File: config.mk
export PLATFORM = sky130hd
export DESIGN_NAME = tmr_dbuf_ctrl
export DESIGN_NICKNAME = d
export VERILOG_FILES = /design/src/rtl/tmr_dbuf_pkg.sv /design/src/rtl/tmr_dbuf_regif.sv /design/src/rtl/tmr_dbuf_core.sv /design/src/rtl/tmr_dbuf_slot.sv /design/src/rtl/tmr_dbuf_ctrl.sv
export SDC_FILE = /design/constraint.sdc
export NUM_CORES = 1
export LEC_CHECK = 0
export ABC_AREA = 1
export BUFFER_PORTS_ARGS = -buffer_cell sky130_fd_sc_hd__clkbuf_2
export CORE_MARGIN = 2
export CORE_UTILIZATION = 50
export CTS_CLUSTER_SIZE = 14
export DETAILED_ROUTE_END_ITERATION = 10
export PLACE_DENSITY = 0.67
export SLEW_MARGIN = 20
export SYNTH_ARGS = -nofsm -noshare
export SYNTH_HDL_FRONTEND = slang
export SYNTH_SLANG_ARGS = --single-unit
File: constraint.sdc
create_clock -name clk -period 4.2 [get_ports clk]
set_input_delay 0.84 -clock clk [delete_from_list [all_inputs] [get_ports clk]]
set_output_delay 0.84 -clock clk [all_outputs]
set_load 0.02 [all_outputs]
File: src/rtl/tmr_dbuf_pkg.sv
package tmr_dbuf_pkg;

    localparam int TD_DATA_W   = 16;
    localparam int TD_NCH      = 4;
    localparam int TD_ADDR_W   = 5;

    // register map
    localparam int TD_A_CTRL   = 0;
    localparam int TD_A_MODE   = 1;
    localparam int TD_A_FCLR   = 2;
    localparam int TD_A_FSET   = 3;
    localparam int TD_A_CAPF   = 4;
    localparam int TD_A_CNT    = 5;
    localparam int TD_ACT_BASE = 8;
    localparam int TD_BUF_BASE = 16;

    typedef enum logic [1:0] {
        CMD_NONE    = 2'b00,
        CMD_UPD     = 2'b01,
        CMD_RESTART = 2'b10,
        CMD_HARD    = 2'b11
    } td_cmd_e;

    // decoded bus access for one cycle
    typedef struct packed {
        logic    ctrl_we;
        logic    mode_we;
        td_cmd_e cmd;
        logic    fclr_we;
        logic    fset_we;
        logic    capf_we;
    } td_dec_t;

    // control state held by the counter core
    typedef struct packed {
        logic run;
        logic capm;
        logic lock;
        logic dir;
    } td_ctl_t;

    function automatic logic td_hit(input int addr, input int base, input int idx);
        return addr == base + idx;
    endfunction

endpackage

File: src/rtl/tmr_dbuf_regif.sv
module tmr_dbuf_regif
    import tmr_dbuf_pkg::*;
#(
    parameter int DATA_W = TD_DATA_W,
    parameter int ADDR_W = TD_ADDR_W,
    parameter int NCH    = TD_NCH,
    parameter int NSLOT  = TD_NCH + 1
) (
    input  logic                             bus_we,
    input  logic [ADDR_W-1:0]                bus_addr,
    input  logic [DATA_W-1:0]                bus_wdata,
    input  td_ctl_t                          ctl,
    input  logic [NSLOT-1:0]                 vld,
    input  logic [NCH-1:0]                   irq,
    input  logic [DATA_W-1:0]                cnt,
    input  logic [NSLOT-1:0][DATA_W-1:0]     act,
    input  logic [NSLOT-1:0][DATA_W-1:0]     shd,
    output td_dec_t                          dec,
    output logic [NSLOT-1:0]                 shd_we,
    output logic [DATA_W-1:0]                rdata
);

    logic [31:0] addr_i;
    assign addr_i = 32'(bus_addr);

    always_comb begin
        dec = '0;
        if (bus_we) begin
            dec.ctrl_we = (int'(addr_i) == TD_A_CTRL);
            dec.mode_we = (int'(addr_i) == TD_A_MODE);
            dec.fclr_we = (int'(addr_i) == TD_A_FCLR);
            dec.fset_we = (int'(addr_i) == TD_A_FSET);
            dec.capf_we = (int'(addr_i) == TD_A_CAPF);
            if (int'(addr_i) == TD_A_MODE) begin
                dec.cmd = td_cmd_e'(bus_wdata[3:2]);
            end
        end
    end

    for (genvar k = 0; k < NSLOT; k++) begin : g_swe
        assign shd_we[k] = bus_we && td_hit(int'(addr_i), TD_BUF_BASE, k);
    end

    always_comb begin
        rdata = '0;
        case (int'(addr_i))
            TD_A_CTRL:            rdata[1:0]       = {ctl.capm, ctl.run};
            TD_A_MODE:            rdata[1:0]       = {ctl.lock, ctl.dir};
            TD_A_FCLR, TD_A_FSET: rdata[NSLOT-1:0] = vld;
            TD_A_CAPF:            rdata[NCH-1:0]   = irq;
            TD_A_CNT:             rdata            = cnt;
            default:              ;
        endcase
        for (int k = 0; k < NSLOT; k++) begin
            if (td_hit(int'(addr_i), TD_ACT_BASE, k)) rdata = act[k];
            if (td_hit(int'(addr_i), TD_BUF_BASE, k)) rdata = shd[k];
        end
    end

endmodule

File: src/rtl/tmr_dbuf_core.sv
module tmr_dbuf_core
    import tmr_dbuf_pkg::*;
#(
    parameter int DATA_W = TD_DATA_W,
    parameter int NCH    = TD_NCH
) (
    input  logic              clk,
    input  logic              rst,
    input  td_dec_t           dec,
    input  logic [DATA_W-1:0] wdata,
    input  logic [DATA_W-1:0] per,
    input  logic [NCH-1:0]    cap_strobe,
    output td_ctl_t           ctl,
    output logic [DATA_W-1:0] cnt,
    output logic [NCH-1:0]    irq,
    output logic              hard_rst,
    output logic              upd_evt
);

    logic              at_end;
    logic              restart;
    logic [DATA_W-1:0] cnt_nxt;
    td_ctl_t           ctl_nxt;
    logic [NCH-1:0]    irq_set;
    logic [NCH-1:0]    irq_clr;

    assign at_end   = ctl.dir ? (cnt == '0) : (cnt == per);
    assign restart  = (dec.cmd == CMD_RESTART);
    assign hard_rst = (dec.cmd == CMD_HARD) && !ctl.run;
    assign upd_evt  = (ctl.run && at_end) || (dec.cmd == CMD_UPD);

    assign irq_set = ctl.capm ? cap_strobe : '0;
    assign irq_clr = dec.capf_we ? wdata[NCH-1:0] : '0;

    always_comb begin
        cnt_nxt = cnt;
        if (restart) begin
            cnt_nxt = '0;
        end else if (ctl.run) begin
            if (!ctl.dir) cnt_nxt = at_end ? '0  : cnt + 1'b1;
            else          cnt_nxt = at_end ? per : cnt - 1'b1;
        end
    end

    always_comb begin
        ctl_nxt = ctl;
        if (dec.ctrl_we) begin
            ctl_nxt.run  = wdata[0];
            ctl_nxt.capm = wdata[1];
        end
        if (dec.mode_we) begin
            ctl_nxt.dir  = wdata[0];
            ctl_nxt.lock = wdata[1];
        end
        if (restart) ctl_nxt.dir = 1'b0;
    end

    always_ff @(posedge clk) begin
        if (rst || hard_rst) begin
            ctl <= '0;
            cnt <= '0;
            irq <= '0;
        end else begin
            ctl <= ctl_nxt;
            cnt <= cnt_nxt;
            irq <= (irq & ~irq_clr) | irq_set;
        end
    end

endmodule

File: src/rtl/tmr_dbuf_slot.sv
module tmr_dbuf_slot #(
    parameter int DATA_W = 16
) (
    input  logic              clk,
    input  logic              rst,
    input  logic              hard_rst,
    input  logic              xfer_en,
    input  logic              shd_we,
    input  logic              cap_evt,
    input  logic              flag_set,
    input  logic              flag_clr,
    input  logic              irq_clr,
    input  logic [DATA_W-1:0] wdata,
    input  logic [DATA_W-1:0] cnt,
    output logic [DATA_W-1:0] act,
    output logic [DATA_W-1:0] shd,
    output logic              valid
);

    logic valid_nxt;

    // set sources win over every clear source
    always_comb begin
        valid_nxt = valid;
        if (xfer_en)  valid_nxt = 1'b0;
        if (flag_clr) valid_nxt = 1'b0;
        if (irq_clr)  valid_nxt = 1'b0;
        if (shd_we || cap_evt || flag_set) valid_nxt = 1'b1;
    end

    always_ff @(posedge clk) begin
        if (rst || hard_rst) begin
            act   <= '0;
            shd   <= '0;
            valid <= 1'b0;
        end else begin
            if (xfer_en && valid) act <= shd;
            if (shd_we)       shd <= wdata;
            else if (cap_evt) shd <= cnt;
            valid <= valid_nxt;
        end
    end

endmodule

File: src/rtl/tmr_dbuf_ctrl.sv
module tmr_dbuf_ctrl
    import tmr_dbuf_pkg::*;
#(
    parameter int DATA_W = TD_DATA_W,
    parameter int ADDR_W = TD_ADDR_W,
    parameter int NCH    = TD_NCH
) (
    input  logic              clk,
    input  logic              rst,
    input  logic              bus_we,
    input  logic [ADDR_W-1:0] bus_addr,
    input  logic [DATA_W-1:0] bus_wdata,
    output logic [DATA_W-1:0] bus_rdata,
    input  logic [NCH-1:0]    cap_strobe
);

    localparam int NSLOT = NCH + 1;

    td_dec_t                      dec;
    td_ctl_t                      ctl_q;
    logic [DATA_W-1:0]            cnt_q;
    logic [NCH-1:0]               irq_q;
    logic                         hard_rst;
    logic                         upd_evt;
    logic [NSLOT-1:0]             shd_we;
    logic [NSLOT-1:0]             vld_q;
    logic [NSLOT-1:0]             xfer_en;
    logic [NSLOT-1:0]             cap_evt;
    logic [NSLOT-1:0]             irq_clr;
    logic [NSLOT-1:0]             flag_set;
    logic [NSLOT-1:0]             flag_clr;
    logic [NSLOT-1:0][DATA_W-1:0] act_q;
    logic [NSLOT-1:0][DATA_W-1:0] shd_q;

    tmr_dbuf_regif #(
        .DATA_W (DATA_W),
        .ADDR_W (ADDR_W),
        .NCH    (NCH),
        .NSLOT  (NSLOT)
    ) u_regif (
        .bus_we    (bus_we),
        .bus_addr  (bus_addr),
        .bus_wdata (bus_wdata),
        .ctl       (ctl_q),
        .vld       (vld_q),
        .irq       (irq_q),
        .cnt       (cnt_q),
        .act       (act_q),
        .shd       (shd_q),
        .dec       (dec),
        .shd_we    (shd_we),
        .rdata     (bus_rdata)
    );

    tmr_dbuf_core #(
        .DATA_W (DATA_W),
        .NCH    (NCH)
    ) u_core (
        .clk        (clk),
        .rst        (rst),
        .dec        (dec),
        .wdata      (bus_wdata),
        .per        (act_q[0]),
        .cap_strobe (cap_strobe),
        .ctl        (ctl_q),
        .cnt        (cnt_q),
        .irq        (irq_q),
        .hard_rst   (hard_rst),
        .upd_evt    (upd_evt)
    );

    assign flag_set = dec.fset_we ? bus_wdata[NSLOT-1:0] : '0;
    assign flag_clr = dec.fclr_we ? bus_wdata[NSLOT-1:0] : '0;

    for (genvar k = 0; k < NSLOT; k++) begin : g_slot
        if (k == 0) begin : g_per
            // period slot: lock is ignored in capture mode
            assign xfer_en[k] = upd_evt && (!ctl_q.lock || ctl_q.capm);
            assign cap_evt[k] = 1'b0;
            assign irq_clr[k] = 1'b0;
        end else begin : g_chan
            assign xfer_en[k] = upd_evt && !ctl_q.lock && !ctl_q.capm;
            assign cap_evt[k] = ctl_q.capm && cap_strobe[k-1];
            assign irq_clr[k] = ctl_q.capm && dec.capf_we && bus_wdata[k-1];
        end

        tmr_dbuf_slot #(
            .DATA_W (DATA_W)
        ) u_slot (
            .clk      (clk),
            .rst      (rst),
            .hard_rst (hard_rst),
            .xfer_en  (xfer_en[k]),
            .shd_we   (shd_we[k]),
            .cap_evt  (cap_evt[k]),
            .flag_set (flag_set[k]),
            .flag_clr (flag_clr[k]),
            .irq_clr  (irq_clr[k]),
            .wdata    (bus_wdata),
            .cnt      (cnt_q),
            .act      (act_q[k]),
            .shd      (shd_q[k]),
            .valid    (vld_q[k])
        );
    end

endmodule

== Word-level counts from Yosys, hierarchy flattened ==
Cells that the tools add are included.

* Register bits: 189
* Input port bits: 28
* Output and inout port bits: 16
* Logic and storage cells: 150

* Add/sub/neg operators: 2
* Eq/ne operators: 23
* Mux-type cells: 48
* Bitwise operators: 3
* Reductions and logical operators: 53

{| class="wikitable"
|+ Operator list
! kind !! count
|-
| 2-to-1 mux 16 bit || 21
|-
| logical NOT 32 bit || 2
|-
| == test 5 bit, second input constant || 10
|-
| logical AND 1 bit || 24
|-
| == test 5 x 3 -> 1 bit, second input constant || 4
|-
| 2-to-1 mux 1 bit || 17
|-
| adder 16 x 1 -> 16 bit, second input constant || 1
|-
| == test 16 bit || 1
|-
| logical NOT 16 bit || 1
|-
| nonzero test 4 bit || 4
|-
| subtractor 16 x 1 -> 16 bit, second input constant || 1
|-
| == test 5 x 2 -> 1 bit, second input constant || 3
|-
| logical OR 1 bit || 12
|-
| 2-to-1 mux 11 bit || 1
|-
| 2-to-1 mux 5 bit || 2
|-
| one-hot mux 2 bit (5 select lines) || 1
|-
| 2-to-1 mux 4 bit || 2
|-
| nonzero test 2 bit || 4
|-
| 2-to-1 mux 7 bit || 1
|-
| one-hot mux 2 bit (3 select lines) || 1
|-
| == test 5 x 1 -> 1 bit, second input constant || 1
|-
| == test 5 x 4 -> 1 bit, second input constant || 1
|-
| bitwise AND 4 bit || 1
|-
| == test 2 bit, second input constant || 2
|-
| other kinds (8) || 11
|}

== Depth between registers and ports, before layout ==
Gate-level depths: netlist (run 1).

* Depth after elaboration: 13
* Depth in mapped cells: 16
* Gate-level depth less buffers: 14

== Modules after synthesis ==
Synthesis (run 1) repeated with hierarchy kept, for this count alone.

* Cell total of the unflattened synthesis: 1847
* Area total of the unflattened synthesis: 11548.6 µm²

{| class="wikitable"
|+ Modules (own cells, without submodules)
! module !! times used !! cells an instance !! area an instance (µm²) !! sequential area each (µm²)
|-
| tmr_dbuf_slot || 5 || 199 || 1411.4 || 660.6
|-
| tmr_dbuf_core || 1 || 470 || 2756.4 || 480.5
|-
| tmr_dbuf_regif || 1 || 339 || 1571.5 || 0.0
|-
| tmr_dbuf_ctrl || 1 || 43 || 163.9 || 0.0
|}

== Worst setup path before layout (run 1) ==
OpenSTA, ideal clock, no wires.

* Path type: input-to-output
* From: in bus_addr[1]
* To: out bus_rdata[10]
* Data arrival time: 2043 ps
* Required time: 3360 ps
* Setup slack: 1317 ps
* Cell stages on the path: 6
* Path buffers: 1
* Cell sequence: nor2_2 > inv_2 > nor4_2 > clkbuf_1 > nand2_1 > nand4_1

* Cells in the longest elaborated chain, start to end: 12
* Elaborated cells on any way between the ends: 22
* Those cells by class: eq/ne (11); mux (11)

{| class="wikitable"
|+ RTL lines
! element !! RTL line !! RTL
|-
| from (decl) || tmr_dbuf_ctrl.sv:11 || <nowiki>input logic [ADDR_W-1:0] bus_addr,</nowiki>
|-
| == test 5 x 3 -> 1 bit || tmr_dbuf_regif.sv:46 || <nowiki>case (int'(addr_i))</nowiki>
|-
| 2-to-1 mux 11 bit || tmr_dbuf_regif.sv:46 ||
|-
| 2-to-1 mux 16 bit || tmr_dbuf_regif.sv:55 || <nowiki>if (td_hit(int'(addr_i), TD_ACT_BASE, k)) rdata = act[k];</nowiki>
|-
| 2-to-1 mux 16 bit || tmr_dbuf_regif.sv:56 || <nowiki>if (td_hit(int'(addr_i), TD_BUF_BASE, k)) rdata = shd[k];</nowiki>
|-
| 2-to-1 mux 16 bit || tmr_dbuf_regif.sv:55 ||
|-
| 2-to-1 mux 16 bit || tmr_dbuf_regif.sv:56 ||
|-
| 2-to-1 mux 16 bit || tmr_dbuf_regif.sv:55 ||
|-
| 2-to-1 mux 16 bit || tmr_dbuf_regif.sv:56 ||
|-
| 2-to-1 mux 16 bit || tmr_dbuf_regif.sv:55 ||
|-
| 2-to-1 mux 16 bit || tmr_dbuf_regif.sv:56 ||
|-
| 2-to-1 mux 16 bit || tmr_dbuf_regif.sv:55 ||
|-
| 2-to-1 mux 16 bit (*) || tmr_dbuf_regif.sv:56 ||
|-
| to (decl) || tmr_dbuf_ctrl.sv:13 || <nowiki>output logic [DATA_W-1:0] bus_rdata,</nowiki>
|}

Every way passes the cells marked *; elsewhere a longest branch is shown, timed or not.

== Worst setup path after layout (run 1) ==
* From: in bus_addr[3]
* To: out bus_rdata[4]

* Cells in the longest elaborated chain, start to end: 13
* Elaborated cells on any way between the ends: 25
* Those cells by class: eq/ne (13); mux (11); reduce/logical (1)

{| class="wikitable"
|+ RTL lines
! element !! RTL line
|-
| == test 5 x 2 -> 1 bit || tmr_dbuf_regif.sv:46
|-
| OR reduction 2 bit || tmr_dbuf_regif.sv:46
|-
| one-hot mux 1 bit (2 select lines) || tmr_dbuf_regif.sv:46
|-
| 2-to-1 mux 16 bit || tmr_dbuf_regif.sv:55
|-
| 2-to-1 mux 16 bit || tmr_dbuf_regif.sv:56
|-
| 2-to-1 mux 16 bit || tmr_dbuf_regif.sv:55
|-
| 2-to-1 mux 16 bit || tmr_dbuf_regif.sv:56
|-
| 2-to-1 mux 16 bit || tmr_dbuf_regif.sv:55
|-
| 2-to-1 mux 16 bit || tmr_dbuf_regif.sv:56
|-
| 2-to-1 mux 16 bit || tmr_dbuf_regif.sv:55
|-
| 2-to-1 mux 16 bit || tmr_dbuf_regif.sv:56
|-
| 2-to-1 mux 16 bit || tmr_dbuf_regif.sv:55
|-
| 2-to-1 mux 16 bit (*) || tmr_dbuf_regif.sv:56
|}

Marks and branches as above.

==> metrics.md, run 1 <==
| Metric | Value |
|---|---|
| Cell Pwr Density | 296.2 nW/um^2 |
| Final antenna-violating net count | 0 |
| Vias | 11.91k |
| 1st-iter DRT viols | 1390 |
| Post-CTS Setup Bufs | 0 |
| Num Clock Sinks | 189 |
| Post-synth EDFFs | 0 |
| Final net count | 1849 |
| Worst Tran Pin Value | 0.9180 ns |
| Warnings from Yosys | 0 |
| Crit Path Max Fanout | 12 |
| Sequential fraction of the synthesis area | 32.98% |
| CTS Hold Buffers Added | 0 |
| Clock Path Buffers | 2 |
| Full die area | 24170 um^2 |
| Fin Setup TNS | 0 ns |
| Final WL | 38.31 mm |
| RSZ-0062 raised after global routing | false |
| Req. time, crit path | 3.36 ns |
| Tcrit/Tclk final | 85.68% |
| Ant. Diodes | 0 |
| CTS clk-pin slew, worst paths | 0.08 ns |
| Synth top area cells | dfxtp_1, nand2_1, inv_1 |
| CTS Buf Count | 17 |
| Layout cells sized above 1 | 11.79% |
| HPWL after DPL | roughly 28 mm |
| Skew-Pair Late Insertion Delay | 0.44 ns |
| Synth Cell Area | 11470 um^2 |
| Hold Crit Class | reg -> reg |
| Initial DRT Pass Iterations | 6 |
| Seq cells post-synth | 189 |
| Post-synth top area cell | dfxtp_1 |
| Placer Congestion | 0.9786 |
| DRC | 0 |
| Final Hold Viols | 0 |
| Final max-slew violation count | 0 |
| Vias in the first global route | 11.19k |
| Grt ovf | 0 |
| Port Buffers | 43 |
| Yosys cell types | 41 |
| Final setup violation count | 0 |
| Main flop type after synthesis | dfxtp_1 |
| Synth-to-layout area growth | 6.751% |
| Die Height | 155.5 um |
| Maxcap violations | 0 |
| First-pass GRT wire length | 61.63 mm |
| Clock period minus worst slack | 3.598 ns |
| Dpl ws | 0.6411 ns |
| Initial antenna violation count | 0 |
| Final worst setup slack | 0.6016 ns |
| Rel. slew slack | 38.65% |
| Core Footprint | roughly 23000 um^2 |
| Max H-tree Level | 4 |
| Starting Density | 50.83% |
| Critical Path Start Type | input pin |
| Asr flop ratio synth | 0% |
| DR WL/cell | between 15 and 20 um |
| Final Util | 54.26% |
| CTS tree | done |
| Tot GR Track Use | 32.43% |
| Syn Area/Cell | 6.262 um^2 |
| Outcome | finished clean |
| CP Data Arrival Time | 2.76 ns |
| Maximum VDD drop | 0.2172 mV |
| Syn Inst Count | 1832 |
| Final Skew | 0.01417 ns |
| Post-CTS sizing | 0 |
| Syn_nets | around 1.9k |
| Fmax | 277.9 MHz |
| Avg Vias per Cell | 5.625 |
| Largest net degree at the start of global routing | 67 |
| Yosys top cell area share | 32.98% |
| Static Leak | 4.662 nW |
| CTS root buf | clkbuf_16 |
| Crit path capture type | output pin |
| # rows | 55 |
| Top-Level Pins | 44 |
| Die X | 155.5 um |
| Crit Path Category | in -> out |
final timing paths:
check | start | endpoint | slack [ns] | depth (start not counted)
setup / recovery | bus_addr[3] | bus_rdata[4] | 0.60 | 15
hold / removal | g_slot[0].u_slot.shd[1]$_SDFFE_PP0P_ | g_slot[0].u_slot.shd[1]$_SDFFE_PP0P_ | 0.47 | 2
setup reg to reg | u_core.cnt[12]$_SDFFE_PP0P_ | g_slot[2].u_slot.act[2]$_SDFFE_PP0P_ | 1.03 | 12
hold reg to reg | g_slot[0].u_slot.shd[1]$_SDFFE_PP0P_ | g_slot[0].u_slot.shd[1]$_SDFFE_PP0P_ | 0.47 | 2
flip-flops by register name, summed over array words and instances (netlist names):
signal and count:
g_slot.u_slot.valid 5, g_slot.u_slot.shd 80, u_core.cnt 16, g_slot.u_slot.act 80, u_core.ctl 4, u_core.irq 4
critical path, stage by stage:
cell and delay (ns):
clkbuf_2 0.13, inv_2 0.07, nand2_1 0.09, nor2_1 0.23
nand2_1 0.40, inv_1 0.25, nand2_1 0.07, nand3_1 0.09
a21oi_1 0.04, nand3_1 0.09, nand2_1 0.06, nand3_1 0.07
nand2_1 0.07, nand3_1 0.07, clkbuf_2 0.17
power breakdown:
part	switching (mW)	internal, mW	leakage (nW)
Combinational	0.190	0.0598	2.87
Clock	0.780	0.786	0.266
Sequential	0.0112	1.80	1.52
cells by family after synthesis:
logic type | after synthesis | share of synthesized area (%)
fa+ha+maj | 2 | 0.2181
xor+xnor | 26 | 1.985
compound gates | 254 | 12.02
buf+inv | 422 | 15.57
flops | 189 | 32.98
simple gates | 939 | 37.22
layout make-up:
class,count,area [um^2]
clock buffer,18,439.2
tap,285,356.6
inverter,314,1190
fill,2322,10320
sequential,189,3784
multi-input combinational,1221,5904
clock inverter,14,110.1
timing repair buffer,76,462.9
placed cells by master, fill, tap and decap left out, drive strengths merged, types with 2 or more instances in the layout:
master / instances
nand2: 518
inv: 314
nor2: 203
dfxtp: 189
nand4: 123
a21oi: 96
o21ai: 95
nand3: 79
clkbuf: 61
a31oi: 51
buf: 33
xor2: 22
nor3: 12
clkinv: 11
o221ai: 9
xnor2: 4
clkinvlp: 3
ha: 2
nor4: 2
cells in the mapped netlist (18+ instances only):
cell / number
nand2_1: 460
clkbuf_1: 49
inv_1: 283
xor2_1: 22
o21ai_0: 77
o21ai_1: 18
inv_2: 22
a21oi_1: 95
a31oi_1: 51
nand4_1: 123
nand2_2: 55
nand3_1: 72
buf_2: 33
nor2_1: 190
dfxtp_1: 189
stage by stage:
| step | hold WS, ns | total power [mW] | std cells | area [um^2] |
|---|---|---|---|---|
| 6_report | 0.4668 | 3.627 | 2117 | 12250 |
| 3_3_place_gp | 0.4478 | 2.095 | 2085 | 11700 |
| 4_1_cts | 0.4648 | 3.633 | 2117 | 12250 |
| 3_5_place_dp | 0.4549 | 2.097 | 2085 | 11700 |
| 5_1_grt | 0.4892 | 3.743 | 2117 | 12250 |
| 2_1_floorplan | 0.4409 | 2.008 | 1832 | 11470 |
per-layer routing:
layer  global-route usage, %  vias up  wire length [um]
li1                        -     5779                 -
met1                   43.45     5438             16210
met2                   51.66      571             17040
met3                   4.513      121              3034
met4                   15.42        0              2028
met5                       0        -                 0
(Power assumes the default switching activity.)
==> inputs of run 2 (changes only) <==
--- a/config.mk
+++ b/config.mk
@@ -5,7 +5,6 @@
 export SDC_FILE = /design/constraint.sdc
 export NUM_CORES = 1
 export LEC_CHECK = 0
-export ABC_AREA = 1
 export BUFFER_PORTS_ARGS = -buffer_cell sky130_fd_sc_hd__clkbuf_2
 export CORE_MARGIN = 2
 export CORE_UTILIZATION = 50
==> run 2 against run 1 <==
Clock-buffer cell count shrank 1. Flip-flop and latch count is the same. Register-to-register slack gained 0.07 ns. Synthesized area shrank 12%. Synthesized cell count shrank 27%. Non-clock buffer count grew 12. Worst setup slack lost 0.17 ns. Critical endpoint is now bus_rdata[10].
==> metrics.md, run 2 <==
| Metric | Value |
|---|---|
| Outcome | finished clean |
| Top-Level Pins | 44 (unchanged) |
| HPWL after DPL | 23.78 mm (-14%) |
| Crit Path Max Fanout | 15 (+3) |
| Seq cells post-synth | 189 (unchanged) |
| Clock Path Buffers | 2 (unchanged) |
| CTS root buf | clkbuf_16 |
| Mux cell area share after synthesis | 1.584% (+1.6 points) |
| Full die area | 21380 um^2 (-12%) |
| Ant. Diodes | 0 (unchanged) |
| Vias in the first global route | 9893 (-12%) |
| Hold Crit Class | reg -> reg |
| Sequential fraction of the synthesis area | 37.41% (+4.4 points) |
| Final WL | 35.37 mm (-7.7%) |
| Final Skew | 0.01140 ns (-0.002773 ns) |
| CTS Hold Buffers Added | 0 (unchanged) |
| Crit path capture type | output pin |
| Syn_nets | 1373 (-26%) |
| Tot GR Track Use | 32.88% (+0.45 points) |
| Asr flop ratio synth | 0% (unchanged) |
| Syn Area/Cell | 7.530 um^2 (+20%) |
| Top-count cell post-synth | dfxtp_1 |
| Yosys cell types | 58 (+41%) |
| Commonest cells post-synth | dfxtp_1, nand2_1, nand3_1, a21oi_1, o21ai_0 |
| Most frequent cells in the layout | dfxtp_1, nand2_1, nand3_1 |
| Total chip power | 3.708 mW (+2.2%) |
| Post-CTS sizing | 0 (unchanged) |
| Leading cell type in the layout, fill and taps excluded | dfxtp_1 |
| Initial DRT Pass Iterations | 8 (+2) |
| Post-synth top area cell | dfxtp_1 |
| DRC | 0 (unchanged) |
| Critical Path Sink | bus_rdata[10] |
| Final net count | 1339 (-28%) |
| Main flop type after synthesis | dfxtp_1 |
| Synth-to-layout area growth | 9.477% |
| Maxcap violations | 0 (unchanged) |
| Starting Density | 50.47% (-0.36 points) |
| Worst Tran Pin Value | 1.076 ns (+0.1579 ns) |
| Post-synth EDFFs | 0 (unchanged) |
| RSZ-0062 raised after global routing | false |
| Xor and xnor area share after synthesis | 3.204% (+1.2 points) |
| Final max-slew violation count | 0 (unchanged) |
| FF-to-FF End | g_slot[4].u_slot.act[4]$_SDFFE_PP0P_ |
| Critical Path Start Type | input pin |
| Skew-Pair Late Insertion Delay | 0.45 ns (about the same) |
| Worst reg-to-reg path cell count | 8 (-4) |
| Synth Area in Adders | 0.2474% (+0.029 points) |
| CTS clk-pin slew, worst paths | 0.07 ns (about the same) |
| Final antenna-violating net count | 0 (unchanged) |
| Fin Setup TNS | 0 ns (unchanged) |
| Tcrit/Tclk final | 89.76% (+4.1 points) |
| Synth Cell Area | 10110 um^2 (-12%) |
| Crit Path Category | in -> out |
| Clock period minus worst slack | 3.770 ns (+0.1716 ns) |
| Req. time, crit path | 3.36 ns (about the same) |
| Crit. Startpoint | bus_addr[3] |
| Worst r2r src | u_core.cnt[2]$_SDFFE_PP0P_ |
| Placer Congestion | 1.007 (+2.9%) |
| Grt ovf | 0 (unchanged) |
| Yosys top cell area share | 37.41% (+4.4 points) |
| Die X | 146.2 um (-6.0%) |
| Core Footprint | 20040 um^2 (-11%) |
| Main combinational cell family by area after synthesis | compound AO/OA/AOI/OAI gates |
| CP Data Arrival Time | 2.93 ns (+0.17 ns) |
| Syn Inst Count | 1343 (-27%) |
| R2R Setup Slk | 1.10 ns (+0.07 ns) |
| Fmax | 265.3 MHz (-4.6%) |
| Die Height | 146.2 um (-6.0%) |
| DR WL/cell | 22.22 um (+23%) |
| Warnings from Yosys | 0 (unchanged) |
| Port Buffers | 43 (unchanged) |
| First-pass GRT wire length | 56.11 mm (-9.0%) |
| Layout cells sized above 1 | 10.29% (-1.5 points) |
| DP Cell Count | 1560 (-25%) |
| Avg Vias per Cell | 6.729 (+20%) |
| Final cell count without fillers | 1592 (-25%) |
| Final Hold Viols | 0 (unchanged) |
| Static Leak | 3.622 nW (-22%) |
| Post-CTS Setup Bufs | 0 (unchanged) |
| CTS tree | done |
| Rel. slew slack | 28.10% (-11 points) |
| 1st-iter DRT viols | 1234 (-11%) |
| Synth top area cells | dfxtp_1, nand3_1, a21oi_1 |
| CTS Buf Count | 17 (unchanged) |
| Num Clock Sinks | 189 (unchanged) |
| Simple logic cell fraction of the synthesized area | 22.45% (-15 points) |
| Maximum VDD drop | 0.2558 mV (+18%) |
| # rows | 52 (-5.5%) |
| Vias | 10.71k (-10%) |
| Largest regs | g_slot.u_slot.act (80), g_slot.u_slot.shd (80), u_core.cnt (16) |
| Largest net degree at the start of global routing | 99 (+48%) |
| Synth Area in Compound Gates | 29.14% (+17 points) |
| Max H-tree Level | 4 (unchanged) |
| Cell Pwr Density | 334.9 nW/um^2 (+13%) |
| Final setup violation count | 0 (unchanged) |
| Initial antenna violation count | 0 (unchanged) |
==> run 2: cell types whose count changed in the layout (fill, tap and decap cells not counted), sizes merged, moves of 50 or more <==
cell,change
inv,-300
a311oi,+64
nand3,+69
a21oi,+50
nor2,-108
nand4,-109
nand2,-364
==> run 2: per-layer routing <==
layer	vias up	wire, um	global-route usage (%)
li1	4907	-	-
met1	5093	14650	45.11
met2	613	16270	51.84
met3	99	3086	5.156
met4	0	1365	13.64
met5	-	0	0
==> run 2: cells by family (layout without fill, tap and decap cells) <==
logic type / count (synthesis) / in the layout
simple gates: 479 / 479
compound gates: 471 / 471
flops: 189 / 189
buf+inv: 149 / 128
xor+xnor: 37 / 37
mux: 16 / 16
fa+ha+maj: 2 / 2
==> run 2: stage by stage <==
| step | instance area [um^2] | hold slack (ns) | util, % | setup slack [ns] |
|---|---|---|---|---|
| final | 11070 | 0.4630 | 55.25 | 0.4300 |
| after global routing | 11070 | 0.4773 | 55.25 | 0.3053 |
| after CTS | 11070 | 0.4611 | 55.25 | 0.5359 |
| after detailed placement | 10490 | 0.4515 | 52.35 | 0.5475 |
| after global placement | 10490 | 0.4494 | 52.35 | 0.5781 |
| after floorplan | 10110 | 0.4319 | - | 0.5327 |
==> run 2: final cells by class <==
| cell class | count | area [um^2] |
|---|---|---|
| Multi-Input combinational cell | 1005 | 5748 |
| Fill cell | 1959 | 8967 |
| Timing Repair Buffer | 88 | 590.6 |
| Sequential cell | 189 | 3785 |
| Clock inverter | 15 | 155.1 |
| Clock buffer | 17 | 425.4 |
| Inverter | 8 | 30.03 |
| Tap cell | 270 | 337.8 |
==> run 2: how the worst min path moves through the flow <==
| stage | end | startpoint | cells after the start |
|---|---|---|---|
| floorplan | u_core.irq[0]$_SDFF_PP0_ | u_core.irq[0]$_SDFF_PP0_ | 2 |
| global placement | u_core.irq[1]$_SDFF_PP0_ | u_core.irq[1]$_SDFF_PP0_ | 2 |
| detailed placement | u_core.irq[1]$_SDFF_PP0_ | u_core.irq[1]$_SDFF_PP0_ | 2 |
| CTS | u_core.irq[1]$_SDFF_PP0_ | u_core.irq[1]$_SDFF_PP0_ | 2 |
| global route | u_core.irq[1]$_SDFF_PP0_ | u_core.irq[1]$_SDFF_PP0_ | 2 |
| finish | u_core.irq[1]$_SDFF_PP0_ | u_core.irq[1]$_SDFF_PP0_ | 2 |
==> run 2: power breakdown <==
group	internal, mW	switching (mW)
Clock	0.842	0.787
Combinational	0.0725	0.195
Sequential	1.80	0.0105
==> run 2: worst max-delay path, cell delays in order <==
cell	delay, ns
clkbuf_2	0.24
nor3b_1	0.48
nand2_1	0.42
o22ai_1	0.28
a21oi_1	0.06
o21ai_0	0.32
a21oi_1	0.11
clkbuf_2	0.17
